[config.mk]
export PLATFORM = sky130hd
export DESIGN_NAME = fb_xfer_convert
export DESIGN_NICKNAME = d
export VERILOG_FILES = /design/src/rtl/fbx_pkg.sv /design/src/rtl/fbx_cfg_regs.sv /design/src/rtl/fbx_walker.sv /design/src/rtl/fbx_pixconv.sv /design/src/rtl/fb_xfer_convert.sv
export SDC_FILE = /design/constraint.sdc
export NUM_CORES = 1
export LEC_CHECK = 0
export BUFFER_PORTS_ARGS = -buffer_cell sky130_fd_sc_hd__buf_2
export CAP_MARGIN = 25
export CORE_MARGIN = 8
export CORE_UTILIZATION = 53
export DETAILED_ROUTE_END_ITERATION = 7
export PLACE_DENSITY = 0.71
export SYNTH_ARGS = -nofsm -noshare
export SYNTH_HDL_FRONTEND = slang
export SYNTH_SLANG_ARGS = --single-unit
[constraint.sdc]
create_clock -name clk -period 5.65 [get_ports clk]
set_input_delay 0.565 -clock clk [delete_from_list [all_inputs] [get_ports clk]]
set_output_delay 0.565 -clock clk [all_outputs]
set_load 0.02 [all_outputs]
[src/rtl/fbx_pkg.sv]
package fbx_pkg;
  localparam int IDX_W        = 3;
  localparam int NUM_CFG      = 5;
  localparam int IDX_IN_ADDR  = 0;
  localparam int IDX_OUT_ADDR = 1;
  localparam int IDX_OUT_SIZE = 2;
  localparam int IDX_IN_SIZE  = 3;
  localparam int IDX_FLAGS    = 4;
  localparam int IDX_START    = 6;

  localparam int IN_FMT_LSB   = 8;
  localparam int OUT_FMT_LSB  = 12;
  localparam int FMT_W        = 3;

  localparam logic [2:0] FMT_FOUR_BYTE  = 3'd0;
  localparam logic [2:0] FMT_THREE_BYTE = 3'd1;

  typedef enum logic [2:0] {
    ST_IDLE,
    ST_SETUP,
    ST_READ,
    ST_CAPT,
    ST_WRITE
  } fbx_state_e;
endpackage

[src/rtl/fbx_cfg_regs.sv]
module fbx_cfg_regs
  import fbx_pkg::*;
(
  input  logic             clk,
  input  logic             rst_n,
  input  logic             cfg_we,
  input  logic [IDX_W-1:0] cfg_idx,
  input  logic [31:0]      cfg_wdata,
  output logic [31:0]      in_addr_w,
  output logic [31:0]      out_addr_w,
  output logic [31:0]      out_size_w,
  output logic [31:0]      in_size_w,
  output logic [31:0]      flags_w,
  output logic             start_req
);
  logic [31:0] word_q [NUM_CFG];
  logic [31:0] word_n [NUM_CFG];

  for (genvar i = 0; i < NUM_CFG; i++) begin : g_word
    always_comb begin
      word_n[i] = word_q[i];
      if (cfg_we && (cfg_idx == IDX_W'(i))) word_n[i] = cfg_wdata;
    end

    always_ff @(posedge clk or negedge rst_n) begin
      if (!rst_n) word_q[i] <= '0;
      else        word_q[i] <= word_n[i];
    end
  end

  assign in_addr_w  = word_q[IDX_IN_ADDR];
  assign out_addr_w = word_q[IDX_OUT_ADDR];
  assign out_size_w = word_q[IDX_OUT_SIZE];
  assign in_size_w  = word_q[IDX_IN_SIZE];
  assign flags_w    = word_q[IDX_FLAGS];
  assign start_req  = cfg_we && (cfg_idx == IDX_W'(IDX_START)) && cfg_wdata[0];
endmodule

[src/rtl/fbx_walker.sv]
module fbx_walker #(
  parameter int ADDR_W = 32,
  parameter int DIM_W  = 16
) (
  input  logic              clk,
  input  logic              rst_n,
  input  logic              start,
  input  logic              step,
  input  logic [ADDR_W-1:0] in_base,
  input  logic [ADDR_W-1:0] out_base,
  input  logic [DIM_W-1:0]  in_w,
  input  logic [DIM_W-1:0]  out_w,
  input  logic [DIM_W-1:0]  out_h,
  output logic [ADDR_W-1:0] src_addr,
  output logic [ADDR_W-1:0] dst_addr,
  output logic              last,
  output logic              empty
);
  logic [DIM_W-1:0]  cols_q, cols_n, rows_q, rows_n, x_q, x_n, y_q, y_n;
  logic [ADDR_W-1:0] sstr_q, sstr_n, dstr_q, dstr_n;
  logic [ADDR_W-1:0] srow_q, srow_n, drow_q, drow_n, spix_q, spix_n, dpix_q, dpix_n;
  logic [DIM_W+1:0]  ow3;
  logic              row_end;

  assign ow3     = {2'b00, out_w} + {1'b0, out_w, 1'b0};
  assign row_end = (x_q == cols_q - DIM_W'(1));
  assign last    = row_end && (y_q == rows_q - DIM_W'(1));
  assign empty   = (cols_q == '0) || (rows_q == '0);

  always_comb begin
    cols_n = cols_q; rows_n = rows_q; x_n = x_q; y_n = y_q;
    sstr_n = sstr_q; dstr_n = dstr_q;
    srow_n = srow_q; drow_n = drow_q; spix_n = spix_q; dpix_n = dpix_q;
    if (start) begin
      cols_n = out_w >> 1;
      rows_n = out_h;
      x_n    = '0;
      y_n    = '0;
      sstr_n = ADDR_W'({in_w, 1'b0});
      dstr_n = ADDR_W'(ow3 >> 1);
      srow_n = in_base;
      spix_n = in_base;
      drow_n = out_base;
      dpix_n = out_base;
    end else if (step) begin
      if (row_end) begin
        x_n    = '0;
        y_n    = y_q + DIM_W'(1);
        srow_n = srow_q + sstr_q;
        spix_n = srow_q + sstr_q;
        drow_n = drow_q + dstr_q;
        dpix_n = drow_q + dstr_q;
      end else begin
        x_n    = x_q + DIM_W'(1);
        spix_n = spix_q + ADDR_W'(4);
        dpix_n = dpix_q + ADDR_W'(3);
      end
    end
  end

  always_ff @(posedge clk or negedge rst_n) begin
    if (!rst_n) begin
      cols_q <= '0; rows_q <= '0; x_q <= '0; y_q <= '0;
      sstr_q <= '0; dstr_q <= '0;
      srow_q <= '0; drow_q <= '0; spix_q <= '0; dpix_q <= '0;
    end else begin
      cols_q <= cols_n; rows_q <= rows_n; x_q <= x_n; y_q <= y_n;
      sstr_q <= sstr_n; dstr_q <= dstr_n;
      srow_q <= srow_n; drow_q <= drow_n; spix_q <= spix_n; dpix_q <= dpix_n;
    end
  end

  assign src_addr = spix_q;
  assign dst_addr = dpix_q;

  assert_col_bound_R4: assert property (@(posedge clk) disable iff (!rst_n)
    (cols_q != '0) |-> (x_q < cols_q));
  assert_row_bound_R4: assert property (@(posedge clk) disable iff (!rst_n)
    (rows_q != '0) |-> (y_q < rows_q));
  assert_col_stride_R5: assert property (@(posedge clk) disable iff (!rst_n)
    (step && !start && !row_end) |=> (spix_q == $past(spix_q) + ADDR_W'(4)));
endmodule

[src/rtl/fbx_pixconv.sv]
module fbx_pixconv
  import fbx_pkg::*;
(
  input  logic [31:0] flags,
  input  logic [31:0] word,
  input  logic [1:0]  sel,
  output logic        fmt_ok,
  output logic [7:0]  byte_out
);
  logic [7:0] lane [4];

  for (genvar k = 0; k < 4; k++) begin : g_lane
    assign lane[k] = word[8*k +: 8];
  end

  assign fmt_ok   = (flags[IN_FMT_LSB +: FMT_W]  == FMT_FOUR_BYTE) &&
                    (flags[OUT_FMT_LSB +: FMT_W] == FMT_THREE_BYTE);
  assign byte_out = lane[sel];
endmodule

[src/rtl/fb_xfer_convert.sv]
module fb_xfer_convert
  import fbx_pkg::*;
#(
  parameter int ADDR_W = 32,
  parameter int DIM_W  = 16
) (
  input  logic              clk,
  input  logic              rst_n,
  input  logic              cfg_we,
  input  logic [2:0]        cfg_idx,
  input  logic [31:0]       cfg_wdata,
  output logic              rd_en,
  output logic [ADDR_W-1:0] rd_addr,
  input  logic [31:0]       rd_data,
  output logic              wr_req,
  output logic [ADDR_W-1:0] wr_addr,
  output logic [7:0]        wr_data,
  input  logic              wr_gnt,
  output logic              busy,
  output logic              done,
  output logic              fmt_err
);
  localparam int BYTES_OUT = 3;

  logic [31:0] in_addr_w, out_addr_w, out_size_w, in_size_w, flags_w;
  logic        start_req, start, step, last, empty, fmt_ok;
  logic [34:0] in_scaled, out_scaled;
  logic [ADDR_W-1:0] src_addr, dst_addr;

  fbx_state_e  state_q, state_n;
  logic [31:0] pix_q, pix_n, flags_q, flags_n;
  logic [1:0]  bcnt_q, bcnt_n;
  logic        err_q, err_n, done_q, done_n;

  fbx_cfg_regs u_regs (
    .clk, .rst_n, .cfg_we, .cfg_idx, .cfg_wdata,
    .in_addr_w, .out_addr_w, .out_size_w, .in_size_w, .flags_w, .start_req
  );

  assign in_scaled  = {in_addr_w, 3'b000};
  assign out_scaled = {out_addr_w, 3'b000};
  assign start      = (state_q == ST_IDLE) && start_req;

  fbx_walker #(.ADDR_W(ADDR_W), .DIM_W(DIM_W)) u_walk (
    .clk, .rst_n, .start, .step,
    .in_base (in_scaled[ADDR_W-1:0]),
    .out_base(out_scaled[ADDR_W-1:0]),
    .in_w    (in_size_w[DIM_W-1:0]),
    .out_w   (out_size_w[DIM_W-1:0]),
    .out_h   (out_size_w[16 +: DIM_W]),
    .src_addr, .dst_addr, .last, .empty
  );

  fbx_pixconv u_conv (
    .flags(flags_q), .word(pix_q), .sel(bcnt_q), .fmt_ok, .byte_out(wr_data)
  );

  always_comb begin
    state_n = state_q;
    pix_n   = pix_q;
    flags_n = flags_q;
    bcnt_n  = bcnt_q;
    err_n   = err_q;
    done_n  = 1'b0;
    step    = 1'b0;
    case (state_q)
      ST_IDLE: begin
        if (start) begin
          flags_n = flags_w;
          err_n   = 1'b0;
          state_n = ST_SETUP;
        end
      end
      ST_SETUP: begin
        if (empty) begin
          state_n = ST_IDLE;
          done_n  = 1'b1;
        end else begin
          state_n = ST_READ;
        end
      end
      ST_READ: begin
        if (fmt_ok) begin
          state_n = ST_CAPT;
        end else begin
          err_n = 1'b1;
          if (last) begin
            state_n = ST_IDLE;
            done_n  = 1'b1;
          end else begin
            step = 1'b1;
          end
        end
      end
      ST_CAPT: begin
        pix_n   = rd_data;
        bcnt_n  = '0;
        state_n = ST_WRITE;
      end
      ST_WRITE: begin
        if (wr_gnt) begin
          if (bcnt_q == 2'(BYTES_OUT - 1)) begin
            if (last) begin
              state_n = ST_IDLE;
              done_n  = 1'b1;
            end else begin
              step    = 1'b1;
              state_n = ST_READ;
            end
          end else begin
            bcnt_n = bcnt_q + 2'd1;
          end
        end
      end
      default: state_n = ST_IDLE;
    endcase
  end

  always_ff @(posedge clk or negedge rst_n) begin
    if (!rst_n) begin
      state_q <= ST_IDLE;
      pix_q   <= '0;
      flags_q <= '0;
      bcnt_q  <= '0;
      err_q   <= 1'b0;
      done_q  <= 1'b0;
    end else begin
      state_q <= state_n;
      pix_q   <= pix_n;
      flags_q <= flags_n;
      bcnt_q  <= bcnt_n;
      err_q   <= err_n;
      done_q  <= done_n;
    end
  end

  assign rd_en   = (state_q == ST_READ) && fmt_ok;
  assign rd_addr = src_addr;
  assign wr_req  = (state_q == ST_WRITE);
  assign wr_addr = dst_addr + ADDR_W'(bcnt_q);
  assign busy    = (state_q != ST_IDLE);
  assign done    = done_q;
  assign fmt_err = err_q;

  assert_idle_quiet_R1: assert property (@(posedge clk) disable iff (!rst_n)
    !busy |-> (!wr_req && !rd_en));
  assert_start_cause_R2: assert property (@(posedge clk) disable iff (!rst_n)
    $rose(busy) |-> $past(cfg_we && (cfg_idx == 3'd6) && cfg_wdata[0]));
  assert_done_pulse_R9: assert property (@(posedge clk) disable iff (!rst_n)
    done |=> !done);
  assert_done_idle_R9: assert property (@(posedge clk) disable iff (!rst_n)
    done |-> !busy);
  assert_no_write_err_R8: assert property (@(posedge clk) disable iff (!rst_n)
    wr_req |-> !fmt_err);
  assert_hold_req_R10: assert property (@(posedge clk) disable iff (!rst_n)
    (wr_req && !wr_gnt) |=> (wr_req && $stable(wr_addr) && $stable(wr_data)));
endmodule

Yosys cells after proc, flatten, opt, wreduce, memory -nomap -nowiden. Cells that the tools add are included.

Output and inout port bits: 77. RAM bits: 0. Memory bits (read-only): 0. Bits of input ports: 71. Register bits after elaboration: 399. Logic and storage cells: 126. Latch bits: 0. Memories: 0.

Bitwise operators: 1. $lt $le $gt $ge: 1. Shifts and indexed selects: 0. Multiply operators: 0. Mux-type cells: 46. Reduce and logical (&&, ||, !) cells: 27. Add/sub/neg operators: 11. Div/mod/pow operators: 0. Equality and inequality tests: 19.

Operators with widths (count): 32-bit 2-to-1 mux (12); 16-bit 2-to-1 mux (6); 32-bit by 17-bit adder with 32-bit output (2); 16-bit by 1-bit adder with 16-bit output, second input constant (2); 32-bit by 2-bit adder with 32-bit output (1); 32-bit by 2-bit adder with 32-bit output, second input constant (1); 32-bit by 3-bit adder with 32-bit output, second input constant (1); 16-bit == test (2); 16-bit logical NOT (2); 16-bit by 17-bit adder with 18-bit output (1); 8-bit binary-select mux with 2-bit select (1); 8-bit 2-to-1 mux (2); 15-bit by 1-bit subtractor with 16-bit output, second input constant (1); 16-bit by 1-bit subtractor with 16-bit output, second input constant (1); 3-bit 2-to-1 mux (5); 3-bit case mux with 5 select lines (1); 3-bit by 2-bit == test with 1-bit output, second input constant (4); 1-bit logical AND (11); 1-bit 2-to-1 mux (11); 3-bit by 1-bit == test with 1-bit output, second input constant (3); 3-bit == test, second input constant (3); 3-bit logical NOT (3); 2-bit 2-to-1 mux (4); 2-bit nonzero test (4); 15 further kinds (21).

Depth between registers and ports, before layout.
Depth in word-level cells: 9. Depth in mapped cells: 14.

Hierarchy. From an unflattened synthesis, not the netlist that was laid out.

Cells, all modules: 2336. Area, all modules: 24807.5 um^2.

By module, submodules not included: fbx_walker (times used 1, area each 15058.2 um^2, seq. area each 5605.4 um^2, cells each 1708); fbx_cfg_regs (times used 1, area each 6088.3 um^2, seq. area each 4003.8 um^2, cells each 345); fb_xfer_convert (times used 1, area each 3444.6 um^2, seq. area each 1776.7 um^2, cells each 271); fbx_pixconv (times used 1, area each 216.5 um^2, seq. area each 0.0 um^2, cells each 12).

Least setup slack after synthesis. No wires, ideal clock.

Kind: register -> register. From: reg u_walk.cols_q[0]. To: reg u_walk.y_q[12]. Stages on the path, launching flop included: 14. Data arrival time: 3.116 ns. Required time: 5.518 ns. Setup time: 0.132 ns. Path slack: 2.402 ns. Cell sequence: dfrtp_1 inv_1 ha_1 or4b_1 nor4_1 o2111a_1 o2111ai_1 or4_1 buf_2 nor3_4 buf_6 nand4_1 xor2_1 nor2_1.

Cells in the longest elaborated chain, start to end: 9. Elaborated cells on any way between the ends: 11.

RTL lines: start: declaration (line fbx_walker.sv:19) `logic [DIM_W-1:0] cols_q, cols_n, rows_q, rows_n, x_q, x_n, y_q, y_n;`; start signal: assignment (line fbx_walker.sv:67) `cols_q <= cols_n; rows_q <= rows_n; x_q <= x_n; y_q <= y_n;`; 15-bit by 1-bit subtractor with 16-bit output (*) (line fbx_walker.sv:26) `assign row_end = (x_q == cols_q - DIM_W'(1));`; 16-bit == test (*) (line fbx_walker.sv:26); 1-bit logical AND (line fbx_walker.sv:27) `assign last = row_end && (y_q == rows_q - DIM_W'(1));`; 1-bit 2-to-1 mux (line fb_xfer_convert.sv:87, fb_xfer_convert.sv:103); 1-bit 2-to-1 mux (line fb_xfer_convert.sv:102) `if (bcnt_q == 2'(BYTES_OUT - 1)) begin`; 1-bit 2-to-1 mux (line fb_xfer_convert.sv:101) `if (wr_gnt) begin`; 1-bit case mux with 2 select lines (line fb_xfer_convert.sv:66) `case (state_q)`; 2-bit nonzero test (no source line); 2-bit AND reduction (no source line) (*); end signal: assignment (line fbx_walker.sv:67); end: declaration (line fbx_walker.sv:19).

Every way passes the cells marked *; elsewhere a longest branch is shown, timed or not. A chain may end at the register's enable or synchronous reset.

Worst setup path in the final report.
From: reg bcnt_q[0]. To: out wr_addr[14].

Cells in the longest elaborated chain, start to end: 1.

RTL lines: start: declaration (line fb_xfer_convert.sv:32) `logic [1:0] bcnt_q, bcnt_n;`; start signal: assignment (line fb_xfer_convert.sv:131) `bcnt_q <= bcnt_n;`; 32-bit by 2-bit adder with 32-bit output (line fb_xfer_convert.sv:140) `assign wr_addr = dst_addr + ADDR_W'(bcnt_q);`; end: declaration (line fb_xfer_convert.sv:16) `output logic [ADDR_W-1:0] wr_addr,`.

Every way passes these cells.

==> metrics.md <==
| Metric | Value |
|---|---|
| Status | `finished clean` |
| Worst slew pin tran | `0.9332 ns` |
| Layout Nets | `between 2000 and 3000` |
| # H-tree levels | `2` |
| CTS Buffer Depth | `3` |
| Grt total ovfl | `0` |
| Vias in the first global route | `18110` |
| Crit share post-route | `0.7968` |
| Clk pin slew, worst setup/hold paths | `about 0.060 ns` |
| Final setup vio count | `0` |
| Postcts setup bufs | `0` |
| CTS Hold Bufs | `0` |
| Vert. Die Dim | `218.3 µm` |
| Vias | `18120` |
| Worst reg-to-reg path cell count | `13` |
| Io pins | `~150` |
| Layout cells sized above 1 | `0.1774` |
| FF-to-FF setup slack | `1.31 ns` |
| Final TNS setup | `0 ns` |
| Fillcell total | `3414` |
| Relative slew slack | `0.3618` |
| Initial antenna violation count | `4` |
| Antenna Cells | `0` |
| Row count | `74` |
| Max Clock Freq | `222.1 MHz` |
| Max-slew violations | `0` |
| Final Hold Fails | `0` |
| Startpoint types | `flop` |
| Core area | `40650 µm²` |
| Flops & latches, synth | `380` |
| Worst path required time | `~5 ns` |
| Prevailing post-synth register cell | `dfrtp_1` |
| Syn_nets | `about 2500` |
| Worst Skew | `around 0.016 ns` |
| RSZ-0062 raised after global routing | `no` |
| Final GP Congestion | `0.9419` |
| EDFF count, synth | `0` |
| All-Layer GR Usage | `0.2703` |
| Vias/cell | `6.071` |
| Routed WL | `64690 µm` |
| Post-CTS Resized | `0` |
| Setup crit end kind | `output pin` |
| Drt drc | `0` |
| CTS tree | `yes` |
| Clk_lat worst skew | `0.57 ns` |
| Largest net degree at the start of global routing | `138` |
| Period minus WS final | `4.502 ns` |
| Cell variety after synth | `76` |
| PD cells | `515.3 nW/µm²` |
| Mapped cell area | `around 22000 µm²` |
| CP max FO | `12` |
| Sequential share of the synthesized area | `0.4386` |
| Clk root buf | `clkbuf_16` |
| Worst hold margin | `0.07400 ns` |
| Avg WL per Cell | `21.68 µm` |
| Max-Cap Viols | `0` |
| Cts bufs inserted | `43` |
| Post-Syn Instances | `2320` |
| Overall die width | `~220 µm` |
| I/O Buffers | `~150` |
| Die area | `47630 µm²` |
| VDD IR max | `about 0.35 mV` |
| Final core utilization | `0.6020` |
| Final HPWL DP | `approximately 45000 µm` |
| First-pass detailed-route iteration total | `5` |
| Lkg Pwr | `0.01084 µW` |
| HP Class | `input port to asynchronous set/reset pin` |
| First DRT Iteration DRCs | `~1500` |
| Critical path type | `flop to output pin` |
| Crit path DAT | `3.94 ns` |
| Initial core utilization | `0.5334` |
| Avg Cell Area, Syn | `a little over 9 µm²` |
| Ys async rst share | `1.000` |
| First-pass GRT wire length | `102000 µm` |
| ANT nets after route | `0` |
| Ys Warns | `0` |
| Clock sinks | `380` |
| Area grow syn2layout | `12.86%` |
==> layout by cell type, fill, tap and decap left out, drive strengths merged, types with 12 or more instances in the layout <==
master and instances:
nor4 21, mux2 143, nand3 79, dfrtp 380
buf 182, a21oi 74, nor3 68, clkinv 12
nand2b 13, o311ai 12, o21ai 141, ha 59
a21o 13, a211oi 25, mux2i 13, nor2 197
clkbuf 58, or3 14, nor2b 15, xnor2 143
xor2 83, a31oi 17, nand2 387, and3 24
inv 44, nand4 36
==> where the power goes <==
part / internal, µW / leakage (µW) / switching, µW / total (µW)
Combinational: 2080 / 0.00530 / 2830 / 4910
Clock: 1820 / 0.000758 / 1180 / 3000
Sequential: 3630 / 0.00478 / 1070 / 4700
==> metal layers <==
| metal | share of wire | track usage |
|---|---|---|
| met5 | 0 | 0 |
| met4 | 0.035 | 0.1028 |
| met3 | 0.070 | 0.04397 |
| met2 | 0.47 | 0.4336 |
| met1 | 0.43 | 0.3656 |
==> Yosys cell counts, types with 7 or more instances <==
cell type / number / share of area
inv_1: 43 / 0.0074
mux2i_1: 13 / 0.0060
a221o_1: 8 / 0.0037
nand2b_1: 13 / 0.0038
or4_1: 9 / 0.0031
nand2_1: 387 / 0.067
nor3b_1: 7 / 0.0024
nor3_1: 67 / 0.015
dfrtp_1: 380 / 0.44
or2_2: 10 / 0.0029
xor2_1: 83 / 0.034
mux2_2: 143 / 0.074
xnor2_1: 143 / 0.058
mux4_2: 8 / 0.0083
nand3_1: 79 / 0.018
nor2_1: 197 / 0.034
ha_1: 59 / 0.034
a21o_1: 13 / 0.0045
and3_1: 24 / 0.0069
o31ai_1: 11 / 0.0038
a211oi_1: 25 / 0.0087
nand4_1: 36 / 0.010
a211o_1: 11 / 0.0044
a21oi_1: 74 / 0.017
clkbuf_1: 97 / 0.017
or3_1: 14 / 0.0040
a31oi_1: 17 / 0.0049
o21ai_0: 139 / 0.032
and2_1: 9 / 0.0026
o21bai_1: 11 / 0.0038
o311ai_0: 12 / 0.0048
o21a_1: 11 / 0.0038
and4_1: 8 / 0.0032
buf_1: 7 / 0.0012
o22ai_1: 10 / 0.0029
buf_2: 20 / 0.0046
nor4_1: 19 / 0.0055
nor2b_1: 15 / 0.0043
==> registers in the layout, summed over array words and instances (netlist names), 16 cells and up <==
register and cells:
u_walk.sstr_q 16, u_walk.y_q 16, u_regs.in_size_w 16, pix_q 32
u_regs.out_addr_w 29, u_walk.x_q 16, u_walk.dst_addr 32, u_walk.drow_q 32
u_regs.in_addr_w 29, u_walk.rows_q 16, u_walk.dstr_q 17, u_walk.srow_q 31
u_regs.out_size_w 32, u_walk.src_addr 32
==> per-stage QoR <==
stage	setup slack (ns)	instances	total power, µW	area (µm²)
finish	1.148	2984	12610	24470
global route	0.9354	2984	13380	24470
CTS	1.165	2982	12600	24420
detailed placement	1.395	2905	9541	22900
global placement	1.427	2903	9401	22880
floorplan	2.402	2320	8027	21680
==> cells by family (layout without fill, tap and decap cells) <==
family,Yosys count,in the layout,synth area share
muxes,164,164,0.08859
xor gates and xnor gates,226,226,0.09130
adders and majority gates,63,63,0.03774
AOI/OAI and AO/OA,397,397,0.1166
and+or+nand+nor,920,920,0.1958
DFF,380,380,0.4386
buffers and inverters,170,302,0.03128
==> cell type report <==
class	instances	area, µm²	area share
multi-input cells	1770	11540	0.4718
flip-flops and latches	380	9509	0.3886
clock buffers	58	1285	0.05252
repair buffers	182	1071	0.04377
well taps	532	665.6	0.02721
clock inverters	19	230.2	0.009409
inverters	43	161.4	0.006597
==> path summary, 6_finish.rpt <==
path                                       endpoint             startpoint
worst min register to register    u_walk.rows_q[13]  u_regs.out_size_w[29]
max in group asynchronous          u_walk.rows_q[6]                  rst_n
min in group clk                          pix_q[31]            rd_data[31]
worst max-delay path                    wr_addr[14]              bcnt_q[0]
worst min-delay path               u_walk.cols_q[4]                  rst_n
worst max register to register  u_walk.dst_addr[11]       u_walk.rows_q[0]
==> critical path, cell delays in order, from the launching register on <==
cell	delay (ns)
dfrtp_1	0.79
ha_1	0.33
inv_1	0.07
fa_1	0.42
nor2_1	0.20
nand3_1	0.35
nor2_1	0.36
nand3_1	0.27
xnor2_1	0.37
buf_2	0.23
Power figures use the tool's default switching activity.
